`config.mk`:
```
export PLATFORM = sky130hd
export DESIGN_NAME = pwr_state_ctrl
export DESIGN_NICKNAME = d
export VERILOG_FILES = /design/src/rtl/pwr_pkg.sv /design/src/rtl/psc_bus_decode.sv /design/src/rtl/psc_slow_timer.sv /design/src/rtl/psc_fsm.sv /design/src/rtl/pwr_state_ctrl.sv
export SDC_FILE = /design/constraint.sdc
export NUM_CORES = 1
export LEC_CHECK = 0
export ABC_AREA = 1
export ABC_CLOCK_PERIOD_IN_PS = 1200
export BUFFER_PORTS_ARGS = -buffer_cell sky130_fd_sc_hd__buf_2
export CORE_ASPECT_RATIO = 1.4
export CORE_MARGIN = 2
export CORE_UTILIZATION = 34
export CTS_BUF_LIST = sky130_fd_sc_hd__clkbuf_4
export DETAILED_ROUTE_END_ITERATION = 12
export GPL_TIMING_DRIVEN = 0
export PLACE_DENSITY_LB_ADDON = 0.08
export SETUP_SLACK_MARGIN = 0.3
export SLEW_MARGIN = 20
export SYNTH_ARGS = -nofsm -noshare
export SYNTH_HDL_FRONTEND = slang
export SYNTH_SLANG_ARGS = --single-unit
```
`constraint.sdc`:
```
create_clock -name clk -period 1.2 [get_ports clk]
set_input_delay 0.12 -clock clk [delete_from_list [all_inputs] [get_ports clk]]
set_output_delay 0.12 -clock clk [all_outputs]
set_load 0.05 [all_outputs]
```
`src/rtl/pwr_pkg.sv`:
```
package pwr_pkg;

  typedef enum logic [2:0] {
    PS_RUN    = 3'd0,
    PS_SRWAIT = 3'd1,
    PS_STBY   = 3'd2,
    PS_WAKE   = 3'd3,
    PS_HALT   = 3'd4
  } psc_state_e;

  // Externally visible power code: 00 run, 01 standby, 10 halt
  function automatic logic [1:0] state_code(psc_state_e s);
    case (s)
      PS_SRWAIT, PS_STBY: return 2'b01;
      PS_HALT:            return 2'b10;
      default:            return 2'b00;
    endcase
  endfunction

  function automatic logic cpu_on(psc_state_e s);
    return (s == PS_RUN) || (s == PS_SRWAIT) || (s == PS_WAKE);
  endfunction

  function automatic logic sys_on(psc_state_e s);
    return s != PS_STBY;
  endfunction

endpackage

```
`src/rtl/psc_bus_decode.sv`:
```
module psc_bus_decode #(
  parameter int ADDR_W = 12,
  parameter logic [ADDR_W-1:0] ADDR_STBY   = 12'h00C,
  parameter logic [ADDR_W-1:0] ADDR_HALT   = 12'h008,
  parameter logic [ADDR_W-1:0] ADDR_CLKSET = 12'h020
) (
  input  logic              bus_rd,
  input  logic              bus_wr,
  input  logic [ADDR_W-1:0] bus_addr,
  input  logic              shdn_en,
  output logic              stby_rd,
  output logic              halt_rd,
  output logic              clk_wr
);
  always_comb begin
    stby_rd = bus_rd && shdn_en && (bus_addr == ADDR_STBY);
    halt_rd = bus_rd && shdn_en && (bus_addr == ADDR_HALT);
    clk_wr  = bus_wr && (bus_addr == ADDR_CLKSET);
  end
endmodule

```
`src/rtl/psc_slow_timer.sv`:
```
module psc_slow_timer #(
  parameter int SYNC_STAGES = 2,
  parameter int OFF_TICKS   = 2
) (
  input  logic clk,
  input  logic rst_n,
  input  logic slow_clk,
  input  logic run_en,
  output logic done
);
  localparam int CW = $clog2(OFF_TICKS + 1);

  logic [SYNC_STAGES-1:0] sync_q;
  logic                   last_q;
  logic                   div_q;
  logic [CW-1:0]          cnt_q;
  logic                   slow_rise;
  logic                   tick_rise;

  always_ff @(posedge clk or negedge rst_n) begin
    if (!rst_n) begin
      sync_q <= '0;
      last_q <= 1'b0;
    end else begin
      sync_q <= {sync_q[SYNC_STAGES-2:0], slow_clk};
      last_q <= sync_q[SYNC_STAGES-1];
    end
  end

  assign slow_rise = sync_q[SYNC_STAGES-1] && !last_q;
  assign tick_rise = slow_rise && !div_q;

  always_ff @(posedge clk or negedge rst_n) begin
    if (!rst_n) begin
      div_q <= 1'b0;
      cnt_q <= '0;
    end else begin
      div_q <= div_q ^ slow_rise;
      if (!run_en)
        cnt_q <= '0;
      else if (tick_rise && (cnt_q < CW'(OFF_TICKS)))
        cnt_q <= cnt_q + 1'b1;
    end
  end

  assign done = (cnt_q >= CW'(OFF_TICKS));
endmodule

```
`src/rtl/psc_fsm.sv`:
```
module psc_fsm
  import pwr_pkg::*;
(
  input  logic       clk,
  input  logic       rst_n,
  input  logic       stby_rd,
  input  logic       halt_rd,
  input  logic       clk_wr,
  input  logic       rfsh_en,
  input  logic       irq_any,
  input  logic       pll_bypass,
  input  logic       pll_locked,
  input  logic       timer_done,
  input  logic       sr_ack,
  output psc_state_e state,
  output logic       sr_req
);
  psc_state_e st_q, st_d;
  logic       sr_q;
  logic       reload_done;

  assign reload_done = pll_bypass ? timer_done : pll_locked;

  always_comb begin
    st_d = st_q;
    case (st_q)
      PS_RUN: begin
        if (stby_rd || clk_wr) st_d = rfsh_en ? PS_SRWAIT : PS_STBY;
        else if (halt_rd)      st_d = PS_HALT;
      end
      PS_SRWAIT: if (sr_ack) st_d = PS_STBY;
      PS_STBY:   if (irq_any || reload_done) st_d = sr_q ? PS_WAKE : PS_RUN;
      PS_WAKE:   st_d = PS_RUN;
      PS_HALT:   if (irq_any) st_d = PS_RUN;
      default:   st_d = PS_RUN;
    endcase
  end

  always_ff @(posedge clk or negedge rst_n) begin
    if (!rst_n) begin
      st_q <= PS_RUN;
      sr_q <= 1'b0;
    end else begin
      st_q <= st_d;
      if (st_q == PS_RUN && st_d == PS_SRWAIT) sr_q <= 1'b1;
      else if (st_q == PS_WAKE)                sr_q <= 1'b0;
    end
  end

  assign state  = st_q;
  assign sr_req = sr_q;
endmodule

```
`src/rtl/pwr_state_ctrl.sv`:
```
module pwr_state_ctrl
  import pwr_pkg::*;
#(
  parameter int ADDR_W      = 12,
  parameter int NIRQ        = 8,
  parameter int SYNC_STAGES = 2,
  parameter int OFF_TICKS   = 2,
  parameter logic [ADDR_W-1:0] ADDR_STBY   = 12'h00C,
  parameter logic [ADDR_W-1:0] ADDR_HALT   = 12'h008,
  parameter logic [ADDR_W-1:0] ADDR_CLKSET = 12'h020
) (
  input  logic              clk,
  input  logic              rst_n,
  input  logic              bus_rd,
  input  logic              bus_wr,
  input  logic [ADDR_W-1:0] bus_addr,
  input  logic              shdn_en,
  input  logic              rfsh_en,
  input  logic [NIRQ-1:0]   irq_pend,
  input  logic [NIRQ-1:0]   irq_mask,
  input  logic              pll_locked,
  input  logic              pll_bypass,
  input  logic              slow_clk,
  input  logic              sr_ack,
  output logic              cpu_clk_en,
  output logic              sys_clk_en,
  output logic              sr_req,
  output logic [1:0]        pwr_state
);
  logic       stby_rd, halt_rd, clk_wr;
  logic       irq_any;
  logic       timer_done;
  psc_state_e state;

  assign irq_any = |(irq_pend & irq_mask);

  psc_bus_decode #(
    .ADDR_W(ADDR_W), .ADDR_STBY(ADDR_STBY),
    .ADDR_HALT(ADDR_HALT), .ADDR_CLKSET(ADDR_CLKSET)
  ) u_dec (
    .bus_rd(bus_rd), .bus_wr(bus_wr), .bus_addr(bus_addr), .shdn_en(shdn_en),
    .stby_rd(stby_rd), .halt_rd(halt_rd), .clk_wr(clk_wr)
  );

  psc_slow_timer #(.SYNC_STAGES(SYNC_STAGES), .OFF_TICKS(OFF_TICKS)) u_tmr (
    .clk(clk), .rst_n(rst_n), .slow_clk(slow_clk),
    .run_en(state == PS_STBY), .done(timer_done)
  );

  psc_fsm u_fsm (
    .clk(clk), .rst_n(rst_n), .stby_rd(stby_rd), .halt_rd(halt_rd),
    .clk_wr(clk_wr), .rfsh_en(rfsh_en), .irq_any(irq_any),
    .pll_bypass(pll_bypass), .pll_locked(pll_locked),
    .timer_done(timer_done), .sr_ack(sr_ack), .state(state), .sr_req(sr_req)
  );

  assign cpu_clk_en = cpu_on(state);
  assign sys_clk_en = sys_on(state);
  assign pwr_state  = state_code(state);
endmodule

```
# [Word-level counts from Yosys, hierarchy flattened]
# Index checks and enable logic that the tools add are counted.
[word_totals] word_cells=53 reg_bits=10 out_inout_bits=5
[classes] addsub=1 eq_ne=10 bitwise=2 n_mux=14 n_reduce_logical=18 n_lt_le_gt_ge=2
[op_table] op="$eq 12x4->1 const B" n=2
[op_table] op="$mux 3" n=5
[op_table] op="$eq 12x6->1 const B" n=1
[op_table] op="$pmux 3 s4" n=1
[op_table] op="$and 8x8->8" n=1
[op_table] op="$logic_and 1x1->1" n=8
[op_table] op="$mux 2" n=4
[op_table] op="$reduce_or 8->1" n=1
[op_table] op="$eq 3x1->1 const B" n=2
[op_table] op="$eq 3x2->1 const B" n=2
[op_table] op="$logic_or 1x1->1" n=4
[op_table] op="$pmux 2 s2" n=1
[op_table] op="$eq 3x3->1 const B" n=1
[op_table] op="$logic_not 3->1" n=1
[op_table] op="$mux 1" n=3
[op_table] op="$ne 3x2->1 const B" n=1
[op_table] op="$add 2x1->2 const B" n=1
[op_table] op="$ge 2x2->1 const B" n=1
[op_table] op="$logic_not 1->1" n=2
[op_table] op="$lt 2x2->1 const B" n=1
[op_table] op="$ne 2x2->1 const B" n=1
[op_table] op="$reduce_bool 2->1" n=1
[op_table] op="$reduce_or 2->1" n=1
[op_table] op="$xor 1x1->1" n=1

# [Depth between registers and ports, before layout]
[logic_depth] depth_word=8 depth_mapped=10 depth_no_buf=10

# [Modules after synthesis]
# Synthesis repeated with hierarchy kept, for this count alone.
[hier_totals] cells_unflattened=116 area_unflattened_um2=725.7
[by_module_without_submodules] module="psc_fsm" cells_per_inst=38 seq_area_each_um2=100.1 area_per_inst_um2=257.7 n_inst=1
[by_module_without_submodules] module="psc_slow_timer" cells_per_inst=22 seq_area_each_um2=150.1 area_per_inst_um2=237.7 n_inst=1
[by_module_without_submodules] module="psc_bus_decode" cells_per_inst=32 seq_area_each_um2=0.0 area_per_inst_um2=128.9 n_inst=1
[by_module_without_submodules] module="pwr_state_ctrl" cells_per_inst=24 seq_area_each_um2=0.0 area_per_inst_um2=101.3 n_inst=1

# [Worst setup path after synthesis]
# Ideal clock, no wire load.
[synth_timing] path_type="reg2reg" from="register u_fsm.st_q[1] (netlist: u_fsm.state[1])" to="register u_fsm.st_q[2] (netlist: u_fsm.state[2])" synth_period_minus_slack_ns=1.980 slack_ns=-0.780 arrival_time_ns=1.909 setup_ns=0.071 required_time_ns=1.129 path_stages_with_launch=4 cell_sequence="dfrtp_1 nor3b_1 nand3_1 nand2_1"
[synth_via] elab_chain_cells=2 word_cells_on_any_way=5
[synth_rtl] item="start: declaration" line_no="psc_fsm.sv:18" source="psc_state_e st_q, st_d;"
[synth_rtl] item="start signal: assignment" line_no="psc_fsm.sv:44" source="st_q <= st_d;"
[synth_rtl] item="$eq 3x3->1, or another cell as far along" line_no="psc_fsm.sv:26" source="case (st_q)"
[synth_rtl] item="$pmux 3 s4 (*)" line_no="psc_fsm.sv:26"
[synth_rtl] item="net u_fsm.st_d[2]" line_no="psc_fsm.sv:18"
# Mark *: on every way through the listed nets, which the timed path passes. The rest lies on a longest branch.
# A chain may end at the register's enable or synchronous reset.

# [Final worst setup path]
[layout_timing] from="register u_fsm.st_q[2] (netlist: u_fsm.state[2])" to="output pwr_state[0]"
[layout_via] elab_chain_cells=3 word_cells_on_any_way=5
[layout_rtl] item="$eq 3x1->1 or $eq 3x2->1 (tied branches)" line_no="pwr_pkg.sv:13" source="case (s)"
[layout_rtl] item="$reduce_or 2->1" line_no="pwr_pkg.sv:13"
[layout_rtl] item="$pmux 2 s2 (*)" line_no="pwr_pkg.sv:13"
[layout_rtl] item="end: declaration" line_no="pwr_state_ctrl.sv:28" source="output logic [1:0] pwr_state"
# Every way passes the cells marked *; elsewhere a longest branch is shown, timed or not.

==> results.md <==
* Run status: finished, violations left
* Violations in the final reports: setup timing
* Arrival @ worst endpoint at ~1.3 ns
* Part of the Yosys area used for sequential elements at 36.9%
* Max-cap check violation count at 0
* Critical Path Sink Type: output pin
* Worst VDD drop at roughly 960 µV
* Static power due to leakage at just over 0.6 nW
* Post-synthesis sequential element count at 10
* Initial core utilization at a little over a third
* Maximum level of the CTS H-tree at 1
* Area growth from synthesis to layout at 70.8%
* Number of placement rows at 19
* Setup repair after global routing missed its margin: true
* Post-detailed-route via-to-cell ratio at ~4.5
* Number of hold violations in the final report at 0
* Number of cells in the finished layout apart from fillers at 180
* Warning count from the yosys run at 0
* Critical Path Fanout Max at 4
* Antenna Nets Post-Route at 0
* First-pass GRT wire length at around 2700 µm
* Post-synth top cells: nand2_1 (35), inv_1 (17), nor2_1 (15)
* Worst slack, placed at -0.113 ns
* Routed length per placed instance at roughly 9.1 µm
* Clock transition at path regs at ~0.060 ns
* Required time of the critical path at around 1.1 ns
* Share of final-layout standard cells stronger than drive strength 1 at about half
* PwrDens at between 1500 and 2000 nW/µm²
* Most common flop cell mapped by yosys: dfrtp_1
* Total die area at approximately 2400 µm²
* Sum of overflow across all layers after global routing at 0
* Setup ws final at -0.169 ns
* Clock period minus worst slack at 1.37 ns
* GR Util All Layers at about 14%
* Count of mapped cells out of synthesis at approximately 100
* Kind of launch point of the worst setup path: register
* Vertical die dimension at about 57 µm
* Most used standard cell by instance count after synthesis: nand2_1
* Post-synth top area cell: dfrtp_1
* Syn nets at between 100 and 150
* Filler Cell Count at approximately 190
* Max Root-Sink Buffers at 2
* Maximum operating frequency at approximately 0.73 GHz
* Worst Tran Pin Value at roughly 0.34 ns
* Clock latency reported for the late side of the worst-skew pair at about 0.26 ns
* Number of synthesized flops with an enable pin at 0
* Initial DRT Pass Iterations at 2
* CTS Sinks at 10
* Half-perimeter wire length after placement at between 1000 and 1500 µm
* Initial detailed-routing violation count at 3
* Residual DRC at 0
* Number of global-route vias before repair at between 700 and 800
* Category of the critical setup timing path: register to output pin
* Final antenna diode count at 0
* Final setup viols at 6
* Die boundary width at between 40 and 50 µm
* Largest clock skew in the final design at 0.00733 ns
* Area contributors post-synth: dfrtp_1 (37%), nand2_1 (19%), inv_1 (9.4%)
* Distinct cell type count after synthesis at 18
* Number of antenna violations at the first check in global routing at 0
* Register cell area after layout at roughly 250 µm²
* Count of final max-slew check failures at 0
* Final weighted congestion in routability-driven placement at between 0.7 and 0.8
* Placed Cells incl. Taps at 167
* Post-synth ARST share at 100%
* Final Net Count at 200
* Port buffer count at 42
* Via total after detailed routing at approximately 800
* Area of the placeable core at 1930 µm²
* Final critical-path share of the clock period at 114%
* Inserted Clock Buffers at 3
* TritonCTS clock tree: done
* Slew Limit Headroom at 77.3%
* Clk root buf: clkbuf_4
* Post-Syn Area per Cell at between 6 and 7 µm²
* Minimum hold slack at around 0.094 ns
* Min-Delay Path Class: input pin to register
* Wire length after detailed routing at roughly 1600 µm
* Top-level port count at 43
* Area of combinational cells with multiple inputs at 463 µm²
* Maximum number of pins on one net before global-route repair at 11
* Top cell type's share of synthesized area at approximately 37%
* Mapped cell area at 678 µm²
[per-stage QoR]
stage / setup TNS (ns) / power [mW] / instance area (µm²) / util (%)
finish: -0.728 / 1.75 / 1160 / 60.2
global route: -1.12 / 1.89 / 1160 / 60.2
CTS: -0.942 / 1.66 / 1090 / 56.5
detailed placement: -0.308 / 1.22 / 946 / 49.1
global placement: -0.248 / 1.21 / 946 / 49.1
floorplan: -0.0441 / 1.03 / 709 / -
[logic make-up (layout without fill, tap and decap cells)]
| logic type | after synthesis | after routing | share of synthesized area [%] |
|---|---|---|---|
| DFF | 10 | 10 | 36.9 |
| buffers and inverters | 18 | 73 | 9.96 |
| adders and majority gates | 2 | 2 | 3.69 |
| AOI/OAI and AO/OA | 6 | 6 | 4.80 |
| and+or+nand+nor | 68 | 68 | 44.6 |
[area by class of cell]
type	instances	area share, %
clock buffer	3	1.94
clock inverter	1	0.324
inverter	18	5.83
multi-input combinational	76	40.0
sequential	10	21.9
tap	21	2.27
timing repair buffer	51	27.8
[registers in the layout, summed over array words and instances, names as in the netlist]
name,flops
u_tmr.last_q,1
u_tmr.sync_q,2
u_fsm.state,3
u_tmr.cnt_q,2
u_fsm.sr_req,1
u_tmr.div_q,1
[power breakdown]
| group | switching [mW] | internal, mW | leakage (nW) |
|---|---|---|---|
| Clock | 0.112 | 0.120 | 0.0154 |
| Combinational | 0.593 | 0.441 | 0.469 |
| Sequential | 0.0747 | 0.413 | 0.120 |
[worst max-delay path, cell delays in order, from the launching register on]
cell and delay, ns:
dfrtp_2 0.44, nor3_4 0.26, inv_2 0.09, nand2_4 0.07
buf_8 0.14
[worst paths after layout]
path / startpoint / endpoint / slack, ns / depth (start not counted)
min: sr_ack / u_fsm.state[1]$_DFF_PN0_ / 0.09 / 3
max in group asynchronous: rst_n / u_fsm.state[1]$_DFF_PN0_ / 0.74 / 2
min reg2reg: u_tmr.sync_q[0]$_DFF_PN0_ / u_tmr.sync_q[1]$_DFF_PN0_ / 0.36 / 0
max reg2reg: u_tmr.cnt_q[1]$_DFFE_PN0P_ / u_fsm.state[0]$_DFF_PN0_ / -0.10 / 9
max: u_fsm.state[2]$_DFF_PN0_ / pwr_state[0] / -0.17 / 4
min in group asynchronous: rst_n / u_tmr.div_q$_DFF_PN0_ / 0.24 / 2
[metal layers]
metal / GRT usage [%] / share of wire [%]
met3: 2.57 / 9.9
met4: 5.53 / 0.37
met1: 14.0 / 34
met2: 27.9 / 55
met5: 0 / 0
[placed cells by master (no fill, tap or decap), drive strengths merged]
master / count
clkbuf: 3
nand3: 8
nand2: 37
nor2: 16
inv: 18
or2: 1
clkinv: 1
a21oi: 4
nor3: 3
dlygate4sd3: 2
o21ai: 1
ha: 2
o31ai: 1
dfrtp: 10
nand4: 2
nor3b: 1
buf: 49
[what timing repair did]
item	in CTS	in global routing
pin swaps	4	8
hold endpoints to repair	11	0
resized for setup	20	13
buffers inserted	4	3
hold buffers	2	0
setup endpoints to repair	11	12
Power figures use the tool's default switching activity.
